**src/rtl/irqagg_pkg.sv**
```systemverilog
package irqagg_pkg;

  // Register layout; software relies on these offsets
  localparam int unsigned CAUSE_BASE = 32'h00;
  localparam int unsigned MASK_BASE  = 32'h20;
  localparam int unsigned DOORBELL   = 32'h30;
  localparam int unsigned WORD_BYTES = 4;

  // Byte offset of word k of a register group
  function automatic int unsigned reg_ofs(input int unsigned base, input int unsigned k);
    return base + WORD_BYTES * k;
  endfunction

  // Doorbell payload names an existing source
  function automatic logic doorbell_valid(input logic [31:0] value, input int unsigned n_src);
    return value < n_src;
  endfunction

endpackage

```
**src/rtl/irqagg_wire_edge.sv**
```systemverilog
module irqagg_wire_edge #(
  parameter int unsigned WIDTH       = 21,
  parameter int unsigned SYNC_STAGES = 2
) (
  input  logic             clk,
  input  logic             rst_n,
  input  logic [WIDTH-1:0] lines_in,
  output logic [WIDTH-1:0] rise_o
);

  for (genvar g = 0; g < WIDTH; g++) begin : g_line
    logic [SYNC_STAGES-1:0] chain;
    logic                   last;

    always_ff @(posedge clk) begin
      if (!rst_n) begin
        chain <= '0;
        last  <= 1'b0;
      end else begin
        chain <= {chain[SYNC_STAGES-2:0], lines_in[g]};
        last  <= chain[SYNC_STAGES-1];
      end
    end

    assign rise_o[g] = chain[SYNC_STAGES-1] & ~last;
  end

  // An edge pulse lasts exactly one cycle
  assert_rise_once_R7: assert property (@(posedge clk) disable iff (!rst_n)
    (rise_o != '0) |=> ((rise_o & $past(rise_o)) == '0));

endmodule

```
**src/rtl/irqagg_regif.sv**
```systemverilog
module irqagg_regif
  import irqagg_pkg::*;
#(
  parameter int unsigned N_SRC   = 64,
  parameter int unsigned N_WORDS = 2,
  parameter int unsigned DATA_W  = 32,
  parameter int unsigned ADDR_W  = 8
) (
  input  logic                clk,
  input  logic                rst_n,
  input  logic                bus_wr,
  input  logic [ADDR_W-1:0]   bus_addr,
  input  logic [DATA_W-1:0]   bus_wdata,
  input  logic [N_SRC-1:0]    cause_q,
  input  logic [N_SRC-1:0]    mask_q,
  output logic [N_SRC-1:0]    clr_vec,
  output logic [N_SRC-1:0]    db_set,
  output logic [N_WORDS-1:0]  mask_we,
  output logic [DATA_W-1:0]   bus_rdata
);

  localparam int unsigned PAD_W = N_WORDS * DATA_W;

  logic [PAD_W-1:0] cause_pad;
  logic [PAD_W-1:0] mask_pad;
  logic             db_hit;
  logic             db_ok;
  logic             addr_mapped;

  always_comb begin
    cause_pad = '0;
    mask_pad  = '0;
    cause_pad[N_SRC-1:0] = cause_q;
    mask_pad[N_SRC-1:0]  = mask_q;
  end

  assign db_hit = bus_wr && (bus_addr == ADDR_W'(DOORBELL));
  assign db_ok  = doorbell_valid(32'(bus_wdata), N_SRC);

  // Write decode: W1C clear vector, mask word enables, doorbell one-hot
  always_comb begin
    clr_vec     = '0;
    db_set      = '0;
    mask_we     = '0;
    addr_mapped = (bus_addr == ADDR_W'(DOORBELL));
    for (int k = 0; k < N_WORDS; k++) begin
      if (bus_addr == ADDR_W'(reg_ofs(CAUSE_BASE, k)) ||
          bus_addr == ADDR_W'(reg_ofs(MASK_BASE, k)))
        addr_mapped = 1'b1;
      mask_we[k] = bus_wr && (bus_addr == ADDR_W'(reg_ofs(MASK_BASE, k)));
    end
    for (int i = 0; i < N_SRC; i++) begin
      clr_vec[i] = bus_wr && (bus_addr == ADDR_W'(reg_ofs(CAUSE_BASE, i / DATA_W)))
                   && bus_wdata[i % DATA_W];
      db_set[i]  = db_hit && db_ok && (bus_wdata == DATA_W'(i));
    end
  end

  // Read mux; unmapped offsets give zero
  always_comb begin
    bus_rdata = '0;
    for (int k = 0; k < N_WORDS; k++) begin
      if (bus_addr == ADDR_W'(reg_ofs(CAUSE_BASE, k)))
        bus_rdata = cause_pad[k*DATA_W +: DATA_W];
      if (bus_addr == ADDR_W'(reg_ofs(MASK_BASE, k)))
        bus_rdata = mask_pad[k*DATA_W +: DATA_W];
    end
  end

  assert_db_range_R6: assert property (@(posedge clk) disable iff (!rst_n)
    (db_hit && (bus_wdata >= DATA_W'(N_SRC))) |-> (db_set == '0));

  assert_db_single_R6: assert property (@(posedge clk) disable iff (!rst_n)
    $onehot0(db_set));

  assert_unmapped_quiet_R9: assert property (@(posedge clk) disable iff (!rst_n)
    (bus_wr && !addr_mapped) |-> (clr_vec == '0 && mask_we == '0 && db_set == '0));

endmodule

```
**src/rtl/irqagg_src_bank.sv**
```systemverilog
module irqagg_src_bank #(
  parameter int unsigned N_SRC   = 64,
  parameter int unsigned N_WIRED = 21,
  parameter int unsigned N_WORDS = 2,
  parameter int unsigned DATA_W  = 32
) (
  input  logic               clk,
  input  logic               rst_n,
  input  logic [N_WIRED-1:0] wired_rise,
  input  logic [N_SRC-1:0]   db_set,
  input  logic [N_SRC-1:0]   clr_vec,
  input  logic [N_WORDS-1:0] mask_we,
  input  logic [DATA_W-1:0]  mask_wdata,
  output logic [N_SRC-1:0]   cause_q,
  output logic [N_SRC-1:0]   mask_q,
  output logic               irq_q
);

  logic [N_SRC-1:0] set_vec;
  logic [N_SRC-1:0] cause_d;
  logic [N_SRC-1:0] mask_d;
  logic             pending;

  always_comb begin
    set_vec = db_set;
    set_vec[N_WIRED-1:0] = db_set[N_WIRED-1:0] | wired_rise;
  end

  // New events take priority over a clear in the same cycle
  assign cause_d = (cause_q & ~clr_vec) | set_vec;

  always_comb begin
    mask_d = mask_q;
    for (int i = 0; i < N_SRC; i++)
      if (mask_we[i / DATA_W]) mask_d[i] = mask_wdata[i % DATA_W];
  end

  assign pending = |(cause_q & ~mask_q);

  always_ff @(posedge clk) begin
    if (!rst_n) begin
      cause_q <= '0;
      mask_q  <= '1;
      irq_q   <= 1'b0;
    end else begin
      cause_q <= cause_d;
      mask_q  <= mask_d;
      irq_q   <= pending;
    end
  end

  assert_set_wins_R7: assert property (@(posedge clk) disable iff (!rst_n)
    (set_vec != '0) |=> ((cause_q & $past(set_vec)) == $past(set_vec)));

  assert_w1c_R5: assert property (@(posedge clk) disable iff (!rst_n)
    ((clr_vec & ~set_vec) != '0) |=> ((cause_q & $past(clr_vec & ~set_vec)) == '0));

  assert_cause_hold_R5: assert property (@(posedge clk) disable iff (!rst_n)
    1'b1 |=> (((cause_q ^ $past(cause_q)) & ~$past(set_vec | clr_vec)) == '0));

  assert_all_masked_R8: assert property (@(posedge clk) disable iff (!rst_n)
    (&mask_q) |=> !irq_q);

endmodule

```
**src/rtl/irq_merge_doorbell.sv**
```systemverilog
module irq_merge_doorbell #(
  parameter int unsigned N_WIRED     = 21,
  parameter int unsigned N_MSG       = 43,
  parameter int unsigned DATA_W      = 32,
  parameter int unsigned ADDR_W      = 8,
  parameter int unsigned SYNC_STAGES = 2
) (
  input  logic               clk,
  input  logic               rst_n,
  input  logic [N_WIRED-1:0] wired_in,
  input  logic               bus_wr,
  input  logic [ADDR_W-1:0]  bus_addr,
  input  logic [DATA_W-1:0]  bus_wdata,
  output logic [DATA_W-1:0]  bus_rdata,
  output logic               irq_out
);

  localparam int unsigned N_SRC   = N_WIRED + N_MSG;
  localparam int unsigned N_WORDS = (N_SRC + DATA_W - 1) / DATA_W;

  logic [N_WIRED-1:0] wired_rise;
  logic [N_SRC-1:0]   cause_q;
  logic [N_SRC-1:0]   mask_q;
  logic [N_SRC-1:0]   clr_vec;
  logic [N_SRC-1:0]   db_set;
  logic [N_WORDS-1:0] mask_we;

  irqagg_wire_edge #(.WIDTH(N_WIRED), .SYNC_STAGES(SYNC_STAGES)) u_edge (
    .clk(clk), .rst_n(rst_n), .lines_in(wired_in), .rise_o(wired_rise)
  );

  irqagg_regif #(.N_SRC(N_SRC), .N_WORDS(N_WORDS), .DATA_W(DATA_W), .ADDR_W(ADDR_W)) u_regs (
    .clk(clk), .rst_n(rst_n), .bus_wr(bus_wr), .bus_addr(bus_addr), .bus_wdata(bus_wdata),
    .cause_q(cause_q), .mask_q(mask_q), .clr_vec(clr_vec), .db_set(db_set),
    .mask_we(mask_we), .bus_rdata(bus_rdata)
  );

  irqagg_src_bank #(.N_SRC(N_SRC), .N_WIRED(N_WIRED), .N_WORDS(N_WORDS), .DATA_W(DATA_W)) u_bank (
    .clk(clk), .rst_n(rst_n), .wired_rise(wired_rise), .db_set(db_set), .clr_vec(clr_vec),
    .mask_we(mask_we), .mask_wdata(bus_wdata), .cause_q(cause_q), .mask_q(mask_q),
    .irq_q(irq_out)
  );

  // Output stays low for the cycle after reset releases
  assert_reset_quiet_R2: assert property (@(posedge clk) $rose(rst_n) |-> !irq_out);

endmodule

```
**config.mk**
```make
export PLATFORM = sky130hd
export DESIGN_NAME = irq_merge_doorbell
export DESIGN_NICKNAME = d
export VERILOG_FILES = /design/src/rtl/irqagg_pkg.sv /design/src/rtl/irqagg_wire_edge.sv /design/src/rtl/irqagg_regif.sv /design/src/rtl/irqagg_src_bank.sv /design/src/rtl/irq_merge_doorbell.sv
export SDC_FILE = /design/constraint.sdc
export NUM_CORES = 1
export LEC_CHECK = 0
export ABC_AREA = 1
export BUFFER_PORTS_ARGS = -buffer_cell sky130_fd_sc_hd__buf_4
export CORE_MARGIN = 8
export CORE_UTILIZATION = 35
export CTS_CLUSTER_DIAMETER = 150
export DETAILED_ROUTE_END_ITERATION = 7
export RECOVER_POWER = 25
export SYNTH_ARGS = -nofsm -noshare
export SYNTH_HDL_FRONTEND = slang
export SYNTH_SLANG_ARGS = --single-unit
export TNS_END_PERCENT = 10
```
**constraint.sdc**
```tcl
create_clock -name clk -period 2.87 [get_ports clk]
set_input_delay 0.287 -clock clk [delete_from_list [all_inputs] [get_ports clk]]
set_output_delay 0.287 -clock clk [all_outputs]
set_load 0.05 [all_outputs]
```
After elaboration in Yosys (flattened, before gate mapping)
Cells that the tools add are included.

word-level totals
  output and inout port bits = 33
  bits of input ports = 64
  word-level logic and storage cells = 303
  register bits after elaboration = 192

cells by class
  reduce and logical (&&, ||, !) cells = 137
  magnitude comparators = 1
  eq/ne operators = 67
  muxes and demuxes = 4
  bitwise gates (word level) = 48

operators with widths
  kind                                                                   count
  32-bit by 6-bit == test with 1-bit output, second input constant       32
  32-bit by 5-bit == test with 1-bit output, second input constant       16
  32-bit by 4-bit == test with 1-bit output, second input constant       8
  1-bit logical AND                                                      134
  64-bit AND                                                             2
  32-bit by 3-bit == test with 1-bit output, second input constant       4
  32-bit two-way mux                                                     4
  64-bit NOT                                                             2
  32-bit by 2-bit == test with 1-bit output, second input constant       2
  64-bit bitwise OR                                                      1
  64-bit OR reduction                                                    1
  32-bit by 1-bit == test with 1-bit output, second input constant       1
  32-bit zero test                                                       1
  32-bit by 7-bit < comparator with 1-bit output, second input constant  1
  8-bit by 6-bit == test with 1-bit output, second input constant        3
  1-bit AND                                                              21
  1-bit NOT                                                              21
  21-bit bitwise OR                                                      1
  8-bit by 3-bit == test with 1-bit output, second input constant        1
  8-bit zero test                                                        1

Longest topological paths before layout
  depth after elaboration = 6
  depth in mapped cells = 10
  depth with buffers taken out = 9

Hierarchy
A second synthesis with hierarchy kept.

second synthesis, totals
  cells, all modules = 1400
  area total of the unflattened synthesis = 8939.8 um^2

by module, submodules not included
  module            instances  cells an instance  sequential area each (um^2)  area an instance (um^2)
  irqagg_src_bank   1          687                2582.5                       4949.7
  irqagg_regif      1          475                0.0                          2023.2
  irqagg_wire_edge  1          238                1261.2                       1966.9

Worst setup path after synthesis
Ideal clock, no wire load.

  path type = input -> output
  from = input port bus_addr[7]
  to = output port bus_rdata[0]
  stages = 7
  setup slack = 0.686 ns
  data arrival time = 1.897 ns
  buffers on the path = 2
  path through = nor2_4 nand2_2 nor2_1 nand2_1 buf_2 buf_1 o2111ai_1

on the way
  word-level cells in the longest chain between the ends = 5

RTL lines
  element               RTL line                  source
  start, declared       irq_merge_doorbell.sv:12  input logic [ADDR_W-1:0] bus_addr,
  8-bit zero test       n/a
  32-bit two-way mux    irqagg_regif.sv:63        if (bus_addr == ADDR_W'(reg_ofs(CAUSE_BASE, k)))
  32-bit two-way mux    irqagg_regif.sv:65        if (bus_addr == ADDR_W'(reg_ofs(MASK_BASE, k)))
  32-bit two-way mux    irqagg_regif.sv:63
  32-bit two-way mux *  irqagg_regif.sv:65
  end, declared         irq_merge_doorbell.sv:14  output logic [DATA_W-1:0] bus_rdata,

Every way passes the cells marked *; elsewhere a longest branch is shown, timed or not.

Worst setup path after layout
  from = input port bus_addr[7]
  to = output port bus_rdata[1]

The elaborated chain is that of the path after synthesis.

==> qor.txt <==
Synth Register Bits = 192
YS warnings = 0
Remaining DRCs = 0
Most common cell on crit path = buf_4
Routed WL = 26300 um
mapped cell area = 8831 sq um
failing checks = capacitance limit, slew limit
clk root buf = clkbuf_16
worst-margin pin slew = 1.523 ns
clk slew on worst S/H paths = 0.08 ns
initial antenna violation count = 0
Initial Utilization = 35.37%
layout cells sized above 1 = 11.51%
synthesis-to-layout area growth = 17.23%
core footprint = 24960 sq um
Pwr Total = 5.532 mW
RSZ-0062 raised after global routing = false
fmax = 481.5 MHz
post-layout min period = 2.077 ns
worst endpoint data arrival time = 1.79 ns
peak supply drop = 0.2940 mV
Pins Over Slew Limit = 69
worst min path class = in -> reg
final hold vios = 0
kind of end point of the critical path = primary output
Seq/Total Area, Yosys = 43.53%
worst r2r dst = u_bank.irq_q
CP required = 2.58 ns
post-route ant nets = 0
syn nets = 1378
Startpoint Class = primary input
vias in the first global route = 7760
CTS Sinks = 192
Power per Cell Area = 534.4 nW/um^2
Place WS = 0.7923 ns
final setup margin = 0.7931 ns
R2R depth = 9
Crit-path slowest cell = inv_2
hold depth = 3
H-tree depth = 4
largest net degree at the start of global routing = 69
routed vias/inst = 4.846
Setup TNS = 0 ns
Die W = 174.8 um
CP startpoint = bus_addr[7]
Clock Latency Late Sink = 0.44 ns
Yosys cell types = 25
slowest stage delay, CP = 0.27 ns
die area = 30570 sq um
IO Port Bufs = 96
Post-Syn Instances = 1314
total I/O pin count = 97
fillcell total = 2662
die height = 174.8 um
period utilization = 72.37%
# nets final = 1433
grt total ovfl = 0
Final Skew = 0.01011 ns
largest fanout on the critical path = 9
CTS tree = done
end point of the worst hold path = u_edge.g_line[7].chain[0]
drt pass-1 iters = 5
diodes inserted = 0
hpwl dp = 17890 um
Vias = 8296
hold_buf cts = 0
GP Congestion = 0.8472
first-pass GRT wire length = 42470 um
num rows = 58
DRT iter0 DRCs = 822
worst reg-to-reg setup slack = 1.56 ns
Setup-failing EPs final = 0
worst reg2reg path startpoint = u_bank.mask_q[39]
Clock Path Buffers = 2
min-delay src = wired_in[7]
status = complete, but fails checks
max_slew headroom = -1.534%
crit-path cells = buf_4, nor2_4, nand2_2, nor2_1, nand2_1, inv_2, buf_4, nand2_1, nand4_1, buf_4
Max Cap Violations = 1
Crit Path Class = in -> out
cts repair resizes = 0
P_leak = 4.741 nW
gr usage total = 17.33%
Synth Area per Inst = 6.721 sq um
Routed wire per std cell = 15.36 um
Num CTS Buffers = 17
# Post-CTS Setup Buffers = 0
==> layout by cell type, fill, tap and decap left out, types with 3 or more instances in the layout <==
master	instances
nand2_1	356
dfxtp_1	192
inv_1	165
nand3_1	147
nor2_1	139
a21oi_1	118
buf_4	108
o21ai_0	42
o211ai_1	21
clkbuf_16	17
o2111ai_1	15
nand4_1	13
o21ai_1	13
nor2_4	8
inv_6	4
clkinv_8	3
inv_8	3
buf_12	3
==> cell type report <==
class / instances / area, sq um / area share (%)
Multi-Input combinational cell: 878 / 3979 / 38.43
Sequential cell: 192 / 3844 / 37.13
Timing Repair Buffer: 113 / 879.6 / 8.497
Inverter: 167 / 626.9 / 6.055
Clock buffer: 18 / 429.2 / 4.146
Tap cell: 330 / 412.9 / 3.988
Clock inverter: 14 / 181.4 / 1.752
==> worst max-delay path by stage <==
stage	to	slack (ns)	cells after the start
3_5_place_dp	bus_rdata[1]	0.79	10
6_report	bus_rdata[1]	0.79	10
3_3_place_gp	bus_rdata[1]	0.80	10
5_1_grt	bus_rdata[19]	0.66	10
4_1_cts	bus_rdata[1]	0.79	10
2_1_floorplan	bus_rdata[0]	0.69	7
==> state kept, by name, indices dropped and copies added, names as in the netlist <==
name	count
u_edge.g_line.last	21
u_bank.mask_q	64
u_bank.irq_q	1
u_bank.cause_q	64
u_edge.g_line.chain	42
==> power by group <==
group	internal, mW	switching (mW)	leakage [nW]
registers	2.71	0.0237	1.56
clock network	1.26	1.21	0.297
logic	0.113	0.210	2.88
==> through the flow <==
stage,std cells,hold slack (ns),util (%),area (sq um)
final,1712,0.02245,41.47,10350
after global routing,1712,0.008806,41.47,10350
after CTS,1712,0.008550,41.49,10360
after detailed placement,1680,0.3987,39.05,9748
after global placement,1680,0.3920,39.05,9748
after floorplan,1314,0.3846,-,8831
==> worst max-delay path: cells and delay by family <==
family                 cells  cell delay [ns]
and+or+nand+nor            6             0.66
buffers and inverters      4             0.84
==> layer usage <==
metal	global-route usage, %	routed length, um	vias up	share of wire [%]
met5	0	0	-	0
met4	5.440	452	0	1.7
met3	3.087	1360	26	5.2
met2	27.18	11760	221	45
met1	23.77	12730	3766	48
li1	-	-	4283	-
==> Yosys cell counts <==
| library cell | instances | area, sq um |
|---|---|---|
| nor2_4 | 3 | 33.78 |
| nand3_2 | 2 | 20.02 |
| dlygate4sd1_1 | 1 | 8.760 |
| clkbuf_1 | 34 | 127.6 |
| inv_2 | 1 | 3.750 |
| o2111ai_1 | 15 | 131.4 |
| nor3_4 | 1 | 16.27 |
| inv_1 | 166 | 623.1 |
| o21ai_1 | 13 | 65.06 |
| nand3_1 | 147 | 735.7 |
| nand4_1 | 13 | 81.33 |
| dfxtp_1 | 192 | 3844 |
| o21ai_0 | 42 | 210.2 |
| nor3_1 | 1 | 5.000 |
| clkbuf_2 | 2 | 10.01 |
| o211ai_1 | 21 | 157.7 |
| buf_1 | 5 | 18.77 |
| buf_4 | 6 | 45.04 |
| nand2_2 | 2 | 12.51 |
| buf_2 | 20 | 100.1 |
| buf_6 | 9 | 101.4 |
| nor2_1 | 139 | 521.8 |
| nor2_2 | 5 | 31.28 |
| a21oi_1 | 118 | 590.6 |
| nand2_1 | 356 | 1336 |
==> cells by family (layout without fill, tap and decap cells) <==
family / Yosys count / count (layout) / synth area share [%]
and+or+nand+nor: 669 / 669 / 31.64
buffers and inverters: 244 / 312 / 11.76
DFF: 192 / 192 / 43.53
AOI/OAI and AO/OA: 209 / 209 / 13.08
Power figures use the tool's default switching activity.
